--- config.mk ---
export PLATFORM = sky130hd
export DESIGN_NAME = ramp_quantizer
export DESIGN_NICKNAME = d
export VERILOG_FILES = /design/src/rtl/ramp_quant_pkg.sv /design/src/rtl/cmp_sync.sv /design/src/rtl/ramp_sequencer.sv /design/src/rtl/code_capture.sv /design/src/rtl/ramp_quantizer.sv
export SDC_FILE = /design/constraint.sdc
export NUM_CORES = 1
export LEC_CHECK = 0
export ABC_AREA = 1
export BUFFER_PORTS_ARGS = -buffer_cell sky130_fd_sc_hd__buf_4
export CELL_PAD_IN_SITES_DETAIL_PLACEMENT = 2
export CELL_PAD_IN_SITES_GLOBAL_PLACEMENT = 2
export CORE_MARGIN = 2
export CORE_UTILIZATION = 31
export CTS_CLUSTER_DIAMETER = 40
export DETAILED_ROUTE_END_ITERATION = 16
export PLACE_DENSITY = 0.79
export SLEW_MARGIN = 5
export SYNTH_ARGS = -nofsm -noshare
export SYNTH_HDL_FRONTEND = slang
export SYNTH_SLANG_ARGS = --single-unit
--- constraint.sdc ---
create_clock -name clk -period 2.8 [get_ports clk]
set_input_delay 0.14 -clock clk [delete_from_list [all_inputs] [get_ports clk]]
set_output_delay 0.14 -clock clk [all_outputs]
set_load 0.01 [all_outputs]
--- src/rtl/ramp_quant_pkg.sv ---
package ramp_quant_pkg;

    localparam int CODE_W      = 4;  // ramp step code width
    localparam int SUB_W       = 2;  // counter stages below the step code
    localparam int SYNC_STAGES = 2;  // comparator synchronizer depth
    localparam int SETTLE_CLKS = 1;  // clocks from step change to comparator sample

    // per-clock ramp timing events
    typedef struct packed {
        logic start;   // first clock of a ramp
        logic strobe;  // synchronized comparator reflects the current step
        logic last;    // counter full, final clock of the ramp
    } ramp_evt_t;

    function automatic logic [CODE_W-1:0] apply_mode(input logic [CODE_W-1:0] code,
                                                     input logic coarse);
        logic [CODE_W-1:0] r;
        r = code;
        if (coarse) r[0] = 1'b0;
        return r;
    endfunction

endpackage

--- src/rtl/cmp_sync.sv ---
module cmp_sync #(
    parameter int STAGES = 2
) (
    input  logic clk,
    input  logic rst,
    input  logic d,
    output logic q
);
    logic [STAGES-1:0] chain;

    generate
        for (genvar i = 0; i < STAGES; i++) begin : g_stage
            if (i == 0) begin : g_first
                always_ff @(posedge clk) begin
                    if (rst) chain[0] <= 1'b0;
                    else     chain[0] <= d;
                end
            end else begin : g_next
                always_ff @(posedge clk) begin
                    if (rst) chain[i] <= 1'b0;
                    else     chain[i] <= chain[i-1];
                end
            end
        end
    endgenerate

    assign q = chain[STAGES-1];
endmodule

--- src/rtl/ramp_sequencer.sv ---
module ramp_sequencer
    import ramp_quant_pkg::*;
#(
    parameter int CODE_W       = 4,
    parameter int SUB_W        = 2,
    parameter int STROBE_PHASE = 3
) (
    input  logic              clk,
    input  logic              rst,
    output logic [CODE_W-1:0] step,
    output ramp_evt_t         evt
);
    localparam int CNT_W = CODE_W + SUB_W;

    logic [CNT_W-1:0] cnt;
    logic [SUB_W-1:0] phase;

    always_ff @(posedge clk) begin
        if (rst) cnt <= '0;
        else     cnt <= cnt + 1'b1;
    end

    assign step  = cnt[CNT_W-1:SUB_W];
    assign phase = cnt[SUB_W-1:0];

    always_comb begin
        evt.start  = (cnt == '0);
        evt.strobe = (phase == SUB_W'(STROBE_PHASE));
        evt.last   = &cnt;
    end

    // after the final clock the ramp restarts at step zero
    p_ramp_wrap_r2: assert property (@(posedge clk) disable iff (rst)
        evt.last |=> (step == '0) && evt.start);

    // the step code holds between phase wraps
    p_step_hold_r2: assert property (@(posedge clk) disable iff (rst)
        (phase != '0) |-> $stable(step));
endmodule

--- src/rtl/code_capture.sv ---
module code_capture
    import ramp_quant_pkg::*;
#(
    parameter int CODE_W = 4
) (
    input  logic              clk,
    input  logic              rst,
    input  ramp_evt_t         evt,
    input  logic              cmp_s,
    input  logic [CODE_W-1:0] code,
    output logic [CODE_W-1:0] result,
    output logic              done
);
    logic [CODE_W-1:0] work;
    logic              take;

    assign take = evt.strobe && cmp_s;

    always_ff @(posedge clk) begin
        if (rst) begin
            work   <= '0;
            result <= '0;
            done   <= 1'b0;
        end else begin
            done <= evt.last;
            if (evt.last) begin
                result <= take ? code : work;
                work   <= '0;
            end else if (take) begin
                work <= code;
            end
        end
    end

    // every ramp begins from a cleared working register
    p_work_clear_r6: assert property (@(posedge clk) disable iff (rst)
        evt.start |-> (work == '0));

    // the published result moves only together with the completion pulse
    p_result_hold_r4: assert property (@(posedge clk) disable iff (rst)
        !$stable(result) |-> done);

    // completion is a single-clock pulse
    p_done_pulse_r3: assert property (@(posedge clk) disable iff (rst)
        done |=> !done);
endmodule

--- src/rtl/ramp_quantizer.sv ---
module ramp_quantizer
    import ramp_quant_pkg::*;
#(
    parameter int CODE_W      = ramp_quant_pkg::CODE_W,
    parameter int SUB_W       = ramp_quant_pkg::SUB_W,
    parameter int SYNC_STAGES = ramp_quant_pkg::SYNC_STAGES,
    parameter int SETTLE_CLKS = ramp_quant_pkg::SETTLE_CLKS
) (
    input  logic              clk,
    input  logic              rst,
    input  logic              cmp_above,
    input  logic              mode_3bit,
    output logic [CODE_W-1:0] step_code,
    output logic [CODE_W-1:0] held_code,
    output logic              ramp_done
);
    localparam int STROBE_PHASE = SYNC_STAGES + SETTLE_CLKS;

    logic [CODE_W-1:0] raw_step;
    ramp_evt_t         evt;
    logic              cmp_s;

    ramp_sequencer #(
        .CODE_W      (CODE_W),
        .SUB_W       (SUB_W),
        .STROBE_PHASE(STROBE_PHASE)
    ) u_seq (
        .clk (clk),
        .rst (rst),
        .step(raw_step),
        .evt (evt)
    );

    cmp_sync #(.STAGES(SYNC_STAGES)) u_sync (
        .clk(clk),
        .rst(rst),
        .d  (cmp_above),
        .q  (cmp_s)
    );

    assign step_code = apply_mode(raw_step, mode_3bit);

    code_capture #(.CODE_W(CODE_W)) u_cap (
        .clk   (clk),
        .rst   (rst),
        .evt   (evt),
        .cmp_s (cmp_s),
        .code  (step_code),
        .result(held_code),
        .done  (ramp_done)
    );

    initial begin
        assert (STROBE_PHASE < (1 << SUB_W))
            else $error("strobe phase does not fit in one ramp step");
        assert (SYNC_STAGES >= 2)
            else $error("synchronizer needs at least two stages");
    end

    // coarse mode keeps the upper bits of the ramp and zeroes bit 0
    p_coarse_step_r7: assert property (@(posedge clk) disable iff (rst)
        mode_3bit |-> !step_code[0] && ((step_code >> 1) == (raw_step >> 1)));

    // the completion pulse lands in the first clock of a ramp
    p_done_at_start_r3: assert property (@(posedge clk) disable iff (rst)
        ramp_done |-> evt.start);
endmodule

# Word level (Yosys, flattened, before mapping)

Index checks and enable logic that the tools add are counted.

Multiplexer cells: 2
Eq/ne operators: 1
Add/sub/neg operators: 1
Reduce and logical (&&, ||, !) cells: 3

Operators by type and width:

| cell                | count |
|---|---|
| $add 6x1->6 const B | 1 |
| $reduce_and 6->1    | 1 |
| $mux 4              | 1 |
| $eq 2x2->1 const B  | 1 |
| $reduce_or 2->1     | 1 |
| $logic_and 1x1->1   | 1 |
| $mux 1              | 1 |

Input bits: 4
Register bits after elaboration: 17
Output and inout bits: 9

# Logic depth before layout (Yosys ltp)

Gate-level depths: netlist of run 1.

Depth in word-level cells: 3
Depth in mapped cells: 6
Mapped depth without buffers: 6

# Cells and area by module

From an unflattened synthesis of run 1, not the netlist that was laid out.

Cells, all modules: 101
Area total of the unflattened synthesis: 737.0 µm²

By module, submodules not included:

| module         | sequential area each (µm²) | cells an instance | area an instance (µm²) | instances |
|---|---|---|---|---|
| code_capture   | 180.2                      | 50                | 356.6                  | 1 |
| ramp_sequencer | 120.1                      | 43                | 315.3                  | 1 |
| cmp_sync       | 40.0                       | 6                 | 55.1                   | 1 |
| ramp_quantizer | 0.0                        | 2                 | 10.0                   | 1 |

# Worst setup path after synthesis of run 1

Ideal clock, no wire load.

Path kind: register -> register
Start point: register u_seq.cnt[0]
End point: register u_cap.work[0]
Stages on the path, launching flop included: 6
Path buffers: 0
Setup slack: 1644 ps
Data required time: 2685 ps
Library setup time: 115 ps
Arrival: 1041 ps
Cell sequence: dfxtp_1 ha_1 nand2_2 nor2_4 nor2_1 and2_1

Word-level cells in the longest chain between the ends: 3

Ends and longest elaborated chain:

| element                | line                 | text |
|---|---|---|
| start, declared        | ramp_sequencer.sv:15 | `logic [CNT_W-1:0] cnt;` |
| start signal, assigned | ramp_sequencer.sv:20 | `else cnt <= cnt + 1'b1;` |
| $eq 2x2->1             | ramp_sequencer.sv:28 | `evt.strobe = (phase == SUB_W'(STROBE_PHASE));` |
| $logic_and 1x1->1      | code_capture.sv:17   | `assign take = evt.strobe && cmp_s;` |
| $mux 4                 | -                    |  |
| end signal, assigned   | code_capture.sv:30   | `work <= code;` |
| end, declared          | code_capture.sv:14   | `logic [CODE_W-1:0] work;` |

Several ways; a longest one is shown, not always the timed one.
A chain may end at the register's enable or synchronous reset.

# Worst setup path in the final report of run 1

Ends and elaborated chain as after synthesis.

==> metrics.csv, run 1 <==
stage,metric,value,unit
synthesis,synthesized area per cell,8.043,um2
synthesis,combinational family with the most area after synthesis,simple AND/OR/NAND/NOR gates,
grt,total grt overflow,0,
timing,fin. max-slew vios,0,
power_and_ir_drop,P_sw,0.00009354,W
clock_tree,clk root buf,clkbuf_4,
grt,initial antenna violation count,0,
clock_tree,H-tree depth,1,
synthesis,Netlist Area Pre-Place,675.6,um2
cells_and_area,share of cells above drive strength 1,20.83,%
cells_and_area,# diodes,0,
synthesis,post-synthesis mux area share,0,%
hold_path,min-delay src,cmp_above,
job,max_cap viols,0,
hold_path,HP Class,primary input to flop,
setup_path,Setup Crit Path Kind,flop to flop,
power_and_ir_drop,Int Pwr,0.0003096,W
power_and_ir_drop,Sw Ratio,23.20,%
floorplanning,Die Ht,50.69,um
place,DP HPWL,1338,um
power_and_ir_drop,Design Power,0.0004031,W
clock_tree,clk_lat worst skew,0.28,ns
synthesis,Mapped Cells,84,
timing,final setup fails,0,
route,Antenna Violating Nets Remaining,0,
place,GP Congestion,0.7624,
clock_tree,clock transition at the registers of the reported paths,0.10,ns
synthesis,Simple-Gate Fraction of Synth Area,35.19,%
route,Routed WL per cell,14.33,um
setup_path,Critical Path RT,2.99,ns
route,drc violations,0,
floorplanning,Die Width,50.69,um
cells_and_area,Final #Nets,102,
clock_tree,post-CTS resize count,0,
clock_tree,CTS max path bufs,2,
synthesis,sequential cell area fraction in the yosys report,50.37,%
synthesis,number of synthesized register bits,17,
route,total number of vias,574,
setup_path,Worst Setup Start Kind,flop,
floorplanning,Core Area,0.002002,mm2
timing,setup_tns,0,ns
timing,Final Skew,0.001921,ns
synthesis,adder-cell share of the synthesized area,1.852,%
synthesis,Synth Area in Compound Gates,3.704,%
clock_tree,# hold bufs at CTS,0,
setup_path,Register-to-Register Path Depth,5,
run_status,status,finished clean,
route,mean number of vias per cell,4.667,
floorplanning,Initial Util,33.75,%
power_and_ir_drop,maximum VDD drop,0.2284,mV
timing,Worst-Margin Slew,0.2855,ns
clock_tree,CTS tree,done,
power_and_ir_drop,Pleak,0.3571,nW
setup_path,"Max FO, Critical Path",7,
hold_path,Hold Crit Endpoint,u_sync.chain[0],
synthesis,Synthesized Nets,89,
timing,Final min period,1.352,ns
cells_and_area,area grow syn2layout,18.33,%
floorplanning,Top-Level Pins,13,
floorplanning,Row Count,16,
grt,first-pass GRT wire length,2980,um
synthesis,Ys Warns,0,
setup_path,RR Endpoint,u_cap.work[0],
clock_tree,TritonCTS Sinks,17,
setup_path,worst reg-to-reg setup slack,1.45,ns
route,Iter 0 DRT Violations,1,
power_and_ir_drop,clock power share,32.8,%
clock_tree,Post-CTS Setup Bufs,0,
timing,Slew Limit Headroom,80.95,%
grt,vias in the first global route,648,
setup_path,CP Data Arrival Time,1.54,ns
power_and_ir_drop,Comb power frac,4.9,%
clock_tree,number of buffers created by CTS,3,
grt,maximum number of pins on one net before global-route repair,14,
timing,"Hold Vio Cnt, Final",0,
place,Post-Place Cell Area,773.2,um2
power_and_ir_drop,Sequential Power Share,62.4,%
timing,"Period Utilization, post-route",48.29,%
grt,Tot GR Track Use,15.61,%
setup_path,Worst setup EP type,flop,
cells_and_area,fillers,237,
floorplanning,die area,0.002569,mm2
cells_and_area,"Design Area, Final",799.5,um2
route,router iterations before antenna repair,3,
route,total length of routed wires,1762,um
hold_path,Hold Path Stages,3,
place,Port Buffers,12,
timing,fmax,739.6,MHz
synthesis,Post-Synth XOR/XNOR Area,0,%
timing,RSZ-0062 raised after global routing,no,
power_and_ir_drop,power per cell area,504.2,mW/mm2
setup_path,R2R Path Start,u_seq.cnt[0],
synthesis,Yosys cell types,21,
metal layers:
layer | vias to the layer above | global-route usage (%) | routed length, um | part of all wire (%)
met5 | - | 0 | 0 | 0
li1 | 290 | - | - | -
met1 | 275 | 19.05 | 776 | 44
met3 | 0 | 3.869 | 57 | 3.2
met2 | 9 | 27.19 | 928 | 53
met4 | 0 | 4.054 | 0 | 0
cells by family after synthesis:
group / count (synthesis)
buf+inv: 13
fa+ha+maj: 1
compound gates: 5
simple gates: 48
flops: 17
placed cells by master (no fill, tap or decap), drive strengths merged:
cell / Yosys / final
clkbuf: 1 / 4
nand2: 18 / 18
nor3: 2 / 2
nor2: 10 / 10
nand3b: 1 / 1
a21oi: 2 / 2
o21ai: 3 / 3
nand3: 12 / 12
dfxtp: 17 / 17
buf: 3 / 12
nand4: 1 / 1
ha: 1 / 1
nor3b: 3 / 3
and2: 1 / 1
inv: 8 / 8
clkinv: 1 / 1
synthesized netlist by cell type:
| cell | n | area [um2] |
|---|---|---|
| nor2_1 | 9 | 33.78 |
| ha_1 | 1 | 12.51 |
| nor3_2 | 1 | 10.01 |
| inv_2 | 1 | 3.750 |
| nor3_1 | 1 | 5.000 |
| nand4_1 | 1 | 6.260 |
| nand3_2 | 1 | 10.01 |
| nand2_2 | 1 | 6.260 |
| inv_1 | 7 | 26.28 |
| o21ai_1 | 3 | 15.01 |
| nor3b_1 | 3 | 22.52 |
| dfxtp_1 | 17 | 340.3 |
| a21oi_1 | 2 | 10.01 |
| clkbuf_1 | 1 | 3.750 |
| clkinv_1 | 1 | 3.750 |
| nor2_4 | 1 | 11.26 |
| nand3b_1 | 1 | 7.510 |
| nand2_1 | 17 | 63.81 |
| nand3_1 | 11 | 55.05 |
| and2_1 | 1 | 6.260 |
| buf_4 | 3 | 22.52 |
state kept, by name (all words and copies together) (netlist names):
name / count
u_seq.cnt: 6
u_cap.result: 4
u_cap.work: 4
u_sync.q: 1
u_sync.chain: 1
u_cap.done: 1
power groups by stage:
stage / combinational [W] / sequential [W] / clock, W
after global placement: 0.0000191 / 0.000256 / 0
after CTS: 0.0000201 / 0.000251 / 0.000137
after floorplan: 0.0000117 / 0.000256 / 0
after detailed placement: 0.0000199 / 0.000257 / 0
final: 0.0000196 / 0.000251 / 0.000132
after global routing: 0.0000229 / 0.000252 / 0.000142
through the flow:
stage	worst slack [ns]	utilization, %	cells	hold WS, ns
3_5_place_dp	1.488	38.63	119	0.3646
4_1_cts	1.444	39.94	123	0.06059
6_report	1.448	39.94	123	0.06196
5_1_grt	1.338	39.94	123	0.06865
2_1_floorplan	1.644	-	84	0.2170
3_3_place_gp	1.576	38.63	119	0.3410
area by class of cell:
class | instances | area, um2 | area share (%)
clock buffer | 4 | 26.28 | 3.286
inverter | 9 | 33.78 | 4.225
multi-input combinational | 54 | 275.3 | 34.43
sequential | 17 | 340.3 | 42.57
tap | 27 | 33.78 | 4.225
timing repair buffer | 12 | 90.09 | 11.27
how the worst max path moves through the flow:
stage                      start            end  slack (ns)  depth (start not counted)
floorplan           u_seq.cnt[0]  u_cap.work[0]        1.64                          5
global placement    u_seq.cnt[0]  u_cap.work[0]        1.58                          5
detailed placement  u_seq.cnt[0]  u_cap.work[0]        1.49                          5
CTS                 u_seq.cnt[0]  u_cap.work[0]        1.44                          5
global route        u_seq.cnt[0]  u_cap.work[0]        1.34                          5
finish              u_seq.cnt[0]  u_cap.work[0]        1.45                          5
worst max-delay path: stages, from the launching register on:
cell and delay, ns:
dfxtp_1 0.39, ha_1 0.30, nand2_2 0.15, nor2_4 0.21, nor2_1 0.07, and2_1 0.14
Power figures use the tool's default switching activity.
==> run 2: changes to the inputs <==
--- a/config.mk
+++ b/config.mk
@@ -5,15 +5,15 @@
 export SDC_FILE = /design/constraint.sdc
 export NUM_CORES = 1
 export LEC_CHECK = 0
-export ABC_AREA = 1
+export ABC_AREA = 0
 export BUFFER_PORTS_ARGS = -buffer_cell sky130_fd_sc_hd__buf_4
 export CELL_PAD_IN_SITES_DETAIL_PLACEMENT = 2
 export CELL_PAD_IN_SITES_GLOBAL_PLACEMENT = 2
 export CORE_MARGIN = 2
-export CORE_UTILIZATION = 31
+export CORE_UTILIZATION = 28
 export CTS_CLUSTER_DIAMETER = 40
 export DETAILED_ROUTE_END_ITERATION = 16
-export PLACE_DENSITY = 0.79
+export PLACE_DENSITY = 0.71
 export SLEW_MARGIN = 5
 export SYNTH_ARGS = -nofsm -noshare
 export SYNTH_HDL_FRONTEND = slang
==> constraint.sdc (replaced) <==
create_clock -name clk -period 1.14 [get_ports clk]
set_input_delay 0.057 -clock clk [delete_from_list [all_inputs] [get_ports clk]]
set_output_delay 0.057 -clock clk [all_outputs]
set_load 0.01 [all_outputs]
==> metrics.csv, run 2 <==
stage,metric,value,unit,change
power_and_ir_drop,Design Power,0.001014,W,+150%
setup_path,worst reg-to-reg setup slack,-0.07,ns,-1.52 ns
timing,Slew Limit Headroom,81.54,%,+0.59 points
synthesis,Synthesized Nets,62,,-30%
timing,final worst slack,-0.07233,ns,-1.520 ns
clock_tree,clk root buf,clkbuf_4,,
clock_tree,CTS tree,done,,
place,Post-Place Worst Slack,-0.1240,ns,-1.612 ns
synthesis,Synth Area in Compound Gates,9.073,%,+5.4 points
synthesis,Yosys cell types,18,,-14%
timing,fin. max-slew vios,0,,unchanged
place,GP Congestion,0.6707,,-12%
clock_tree,TritonCTS Sinks,17,,unchanged
job,max_cap viols,0,,unchanged
route,mean number of vias per cell,4.617,,-1.1%
floorplanning,Row Count,17,,+1
hold_path,HP Class,primary input to flop,,
timing,Final Skew,0.0005780,ns,-0.001343 ns
synthesis,"count leader, synth",dfxtp_1,,
timing,"Period Utilization, post-route",106.3,%,+58 points
setup_path,Setup Crit Path Kind,flop to flop,,
cells_and_area,most frequent cells in the layout,"buf_4 (21), dfxtp_1 (14), nor2_1 (6), nor2b_1 (4), nor2_2 (4)",,
cells_and_area,fillers,236,,-0.42%
grt,first-pass GRT wire length,2670,um,-10%
timing,RSZ-0062 raised after global routing,yes,,
floorplanning,Initial Util,28.89,%,-4.9 points
floorplanning,Die Ht,51.08,um,+0.78%
clock_tree,H-tree depth,1,,unchanged
power_and_ir_drop,maximum VDD drop,0.4964,mV,+120%
synthesis,sequential cell area fraction in the yosys report,54.84,%,+4.5 points
floorplanning,Die Width,51.08,um,+0.78%
place,Post-Place Cells,99,,-17%
clock_tree,clock transition at the registers of the reported paths,0.09,ns,about the same
synthesis,combinational family with the most area after synthesis,simple AND/OR/NAND/NOR gates,,
synthesis,Post-synth ARST share,0,%,unchanged
cells_and_area,Largest regs,"u_seq.cnt: 6 flops, u_cap.result: 4 flops, u_cap.work: 4 flops",,
grt,maximum number of pins on one net before global-route repair,12,,-2
synthesis,Post-synth EDFFs,0,,unchanged
synthesis,Ys Warns,0,,unchanged
route,total length of routed wires,1627,um,-7.7%
timing,Final min period,1.212,ns,-0.1397 ns
place,Port Buffers,12,,unchanged
cells_and_area,"most common cell after layout, fill and taps aside",buf_4,,
synthesis,prevailing post-synth register cell,dfxtp_1,,
floorplanning,die area,0.002609,mm2,+1.6%
synthesis,number of synthesized register bits,17,,unchanged
cells_and_area,Final #Nets,85,,-17%
synthesis,Synth area leader,dfxtp_1,,
synthesis,top-area cell type share of the netlist area,54.84,%,+4.5 points
power_and_ir_drop,Pleak,0.3659,nW,+2.5%
cells_and_area,Layout Cells excl Fill,107,,-13%
route,Iter 0 DRT Violations,2,,+1
timing,Worst-Margin Slew,0.2770,ns,-0.008535 ns
cells_and_area,area grow syn2layout,49.60,%,
timing,"Hold Vio Cnt, Final",0,,unchanged
synthesis,top post-synthesis cells by area,"dfxtp_1 (55%), mux2i_1 (6.5%), nor2_1 (6.0%)",,
grt,Tot GR Track Use,15.70,%,+0.093 points
grt,initial antenna violation count,0,,unchanged
grt,vias in the first global route,525,,-19%
clock_tree,clk_lat worst skew,0.29,ns,about the same
setup_path,Worst setup EP type,flop,,
route,Antenna Violating Nets Remaining,0,,unchanged
route,Routed WL per cell,15.21,um,+6.1%
run_status,failing checks,negative setup slack,,
cells_and_area,largest register by flop count,u_seq.cnt,,
place,DP HPWL,1061,um,-21%
setup_path,CP Data Arrival Time,1.45,ns,-0.09 ns
synthesis,Commonest cells post-synth,"dfxtp_1 (17), nor2_1 (10), nor2b_1 (5), mux2i_1 (4), o2bb2ai_1 (4)",,
floorplanning,Top-Level Pins,13,,unchanged
setup_path,Worst Setup Start Kind,flop,,
clock_tree,number of buffers created by CTS,3,,unchanged
grt,total grt overflow,0,,unchanged
route,router iterations before antenna repair,4,,+1
route,total number of vias,494,,-14%
route,drc violations,0,,unchanged
floorplanning,Core Area,0.002148,mm2,+7.3%
setup_path,Critical Path RT,1.37,ns,-1.62 ns
synthesis,Netlist Area Pre-Place,620.6,um2,-8.1%
cells_and_area,max reg flops,6,,unchanged
synthesis,Simple-Gate Fraction of Synth Area,16.53,%,-19 points
synthesis,post-synthesis mux area share,8.266,%,+8.3 points
synthesis,Post-Synth XOR/XNOR Area,4.234,%,+4.2 points
setup_path,"Max FO, Critical Path",4,,-3
synthesis,Mapped Cells,57,,-32%
power_and_ir_drop,power per cell area,1092,mW/mm2,+120%
timing,final setup fails,6,,+6
synthesis,synthesized area per cell,10.89,um2,+35%
timing,fmax,824.9,MHz,+12%
cells_and_area,share of cells above drive strength 1,58.23,%,+37 points
synthesis,adder-cell share of the synthesized area,2.016,%,+0.16 points
run_status,status,finished with violations,,
cells_and_area,# diodes,0,,unchanged
clock_tree,CTS max path bufs,2,,unchanged
run 2: changes by cell type in the layout (fill, tap and decap cells not counted), moves of 2 or more:
| cell | change |
|---|---|
| mux2i_2 | +3 |
| o21ai_1 | -3 |
| nor3b_1 | -3 |
| nor2b_1 | +4 |
| nor2_1 | -3 |
| a21oi_1 | -2 |
| nand2_1 | -16 |
| dfxtp_2 | +3 |
| nand3_1 | -10 |
| dfxtp_1 | -3 |
| o2bb2ai_2 | +3 |
| buf_4 | +9 |
| nor2_2 | +4 |
| inv_1 | -6 |
run 2: repair_timing:
action	CTS	global route
gates resized for setup	13	9
buffers inserted	2	1
endpoints found under the setup margin	9	11
hold endpoints to repair	1	0
hold buffers	1	0
pin swaps	4	2
run 2: power by group:
group / switching (W) / internal (W) / leakage, nW
Combinational: 0.0000300 / 0.0000412 / 0.212
Clock: 0.000187 / 0.000136 / 0.0150
Sequential: 0.0000109 / 0.000608 / 0.139
run 2: path summary, 6_finish.rpt:
kind | start | endpoint | cells after the start
max reg2reg | u_seq.cnt[1] | u_cap.result[3] | 4
min | rst | u_seq.cnt[0] | 2
min reg2reg | u_sync.chain[0] | u_sync.q | 1
max | u_seq.cnt[1] | u_cap.result[3] | 4
run 2: logic make-up after synthesis:
group,after synthesis
xor+xnor,3
mux,5
simple gates,20
buf+inv,5
compound gates,6
flops,17
fa+ha+maj,1
run 2: critical path, stage by stage (launching register included):
cell and delay (ns):
dfxtp_2 0.35, ha_4 0.16, and3_4 0.21, a31oi_4 0.28, o2bb2ai_1 0.15
run 2: layer usage:
metal  up-vias  global-route usage, %  routed length (um)
li1        235                      -                   -
met4         0                  13.51                  72
met5         -                      0                   0
met3         4                  4.386                  56
met1       243                  16.73                 627
met2        12                  25.32                 870
run 2: through the flow:
stage / utilization [%] / setup TNS, ns / hold slack [ns] / area (um2)
finish: 43.21 / -0.2930 / 0.01860 / 928.4
global placement: 35.93 / -0.2441 / 0.2667 / 772.0
global route: 43.21 / -0.7805 / 0.01916 / 928.4
CTS: 41.41 / -0.1203 / 0.01849 / 889.6
floorplan: - / 0 / 0.1671 / 629.4
detailed placement: 35.93 / -0.6238 / 0.2767 / 772.0
run 2: final cells by class:
type	count	area [um2]	share of cell area [%]
tap	28	35.03	3.774
timing repair buffer	22	167.7	18.06
sequential	17	344.1	37.06
multi-input combinational	35	351.6	37.87
clock buffer	4	26.28	2.830
inverter	1	3.754	0.4043
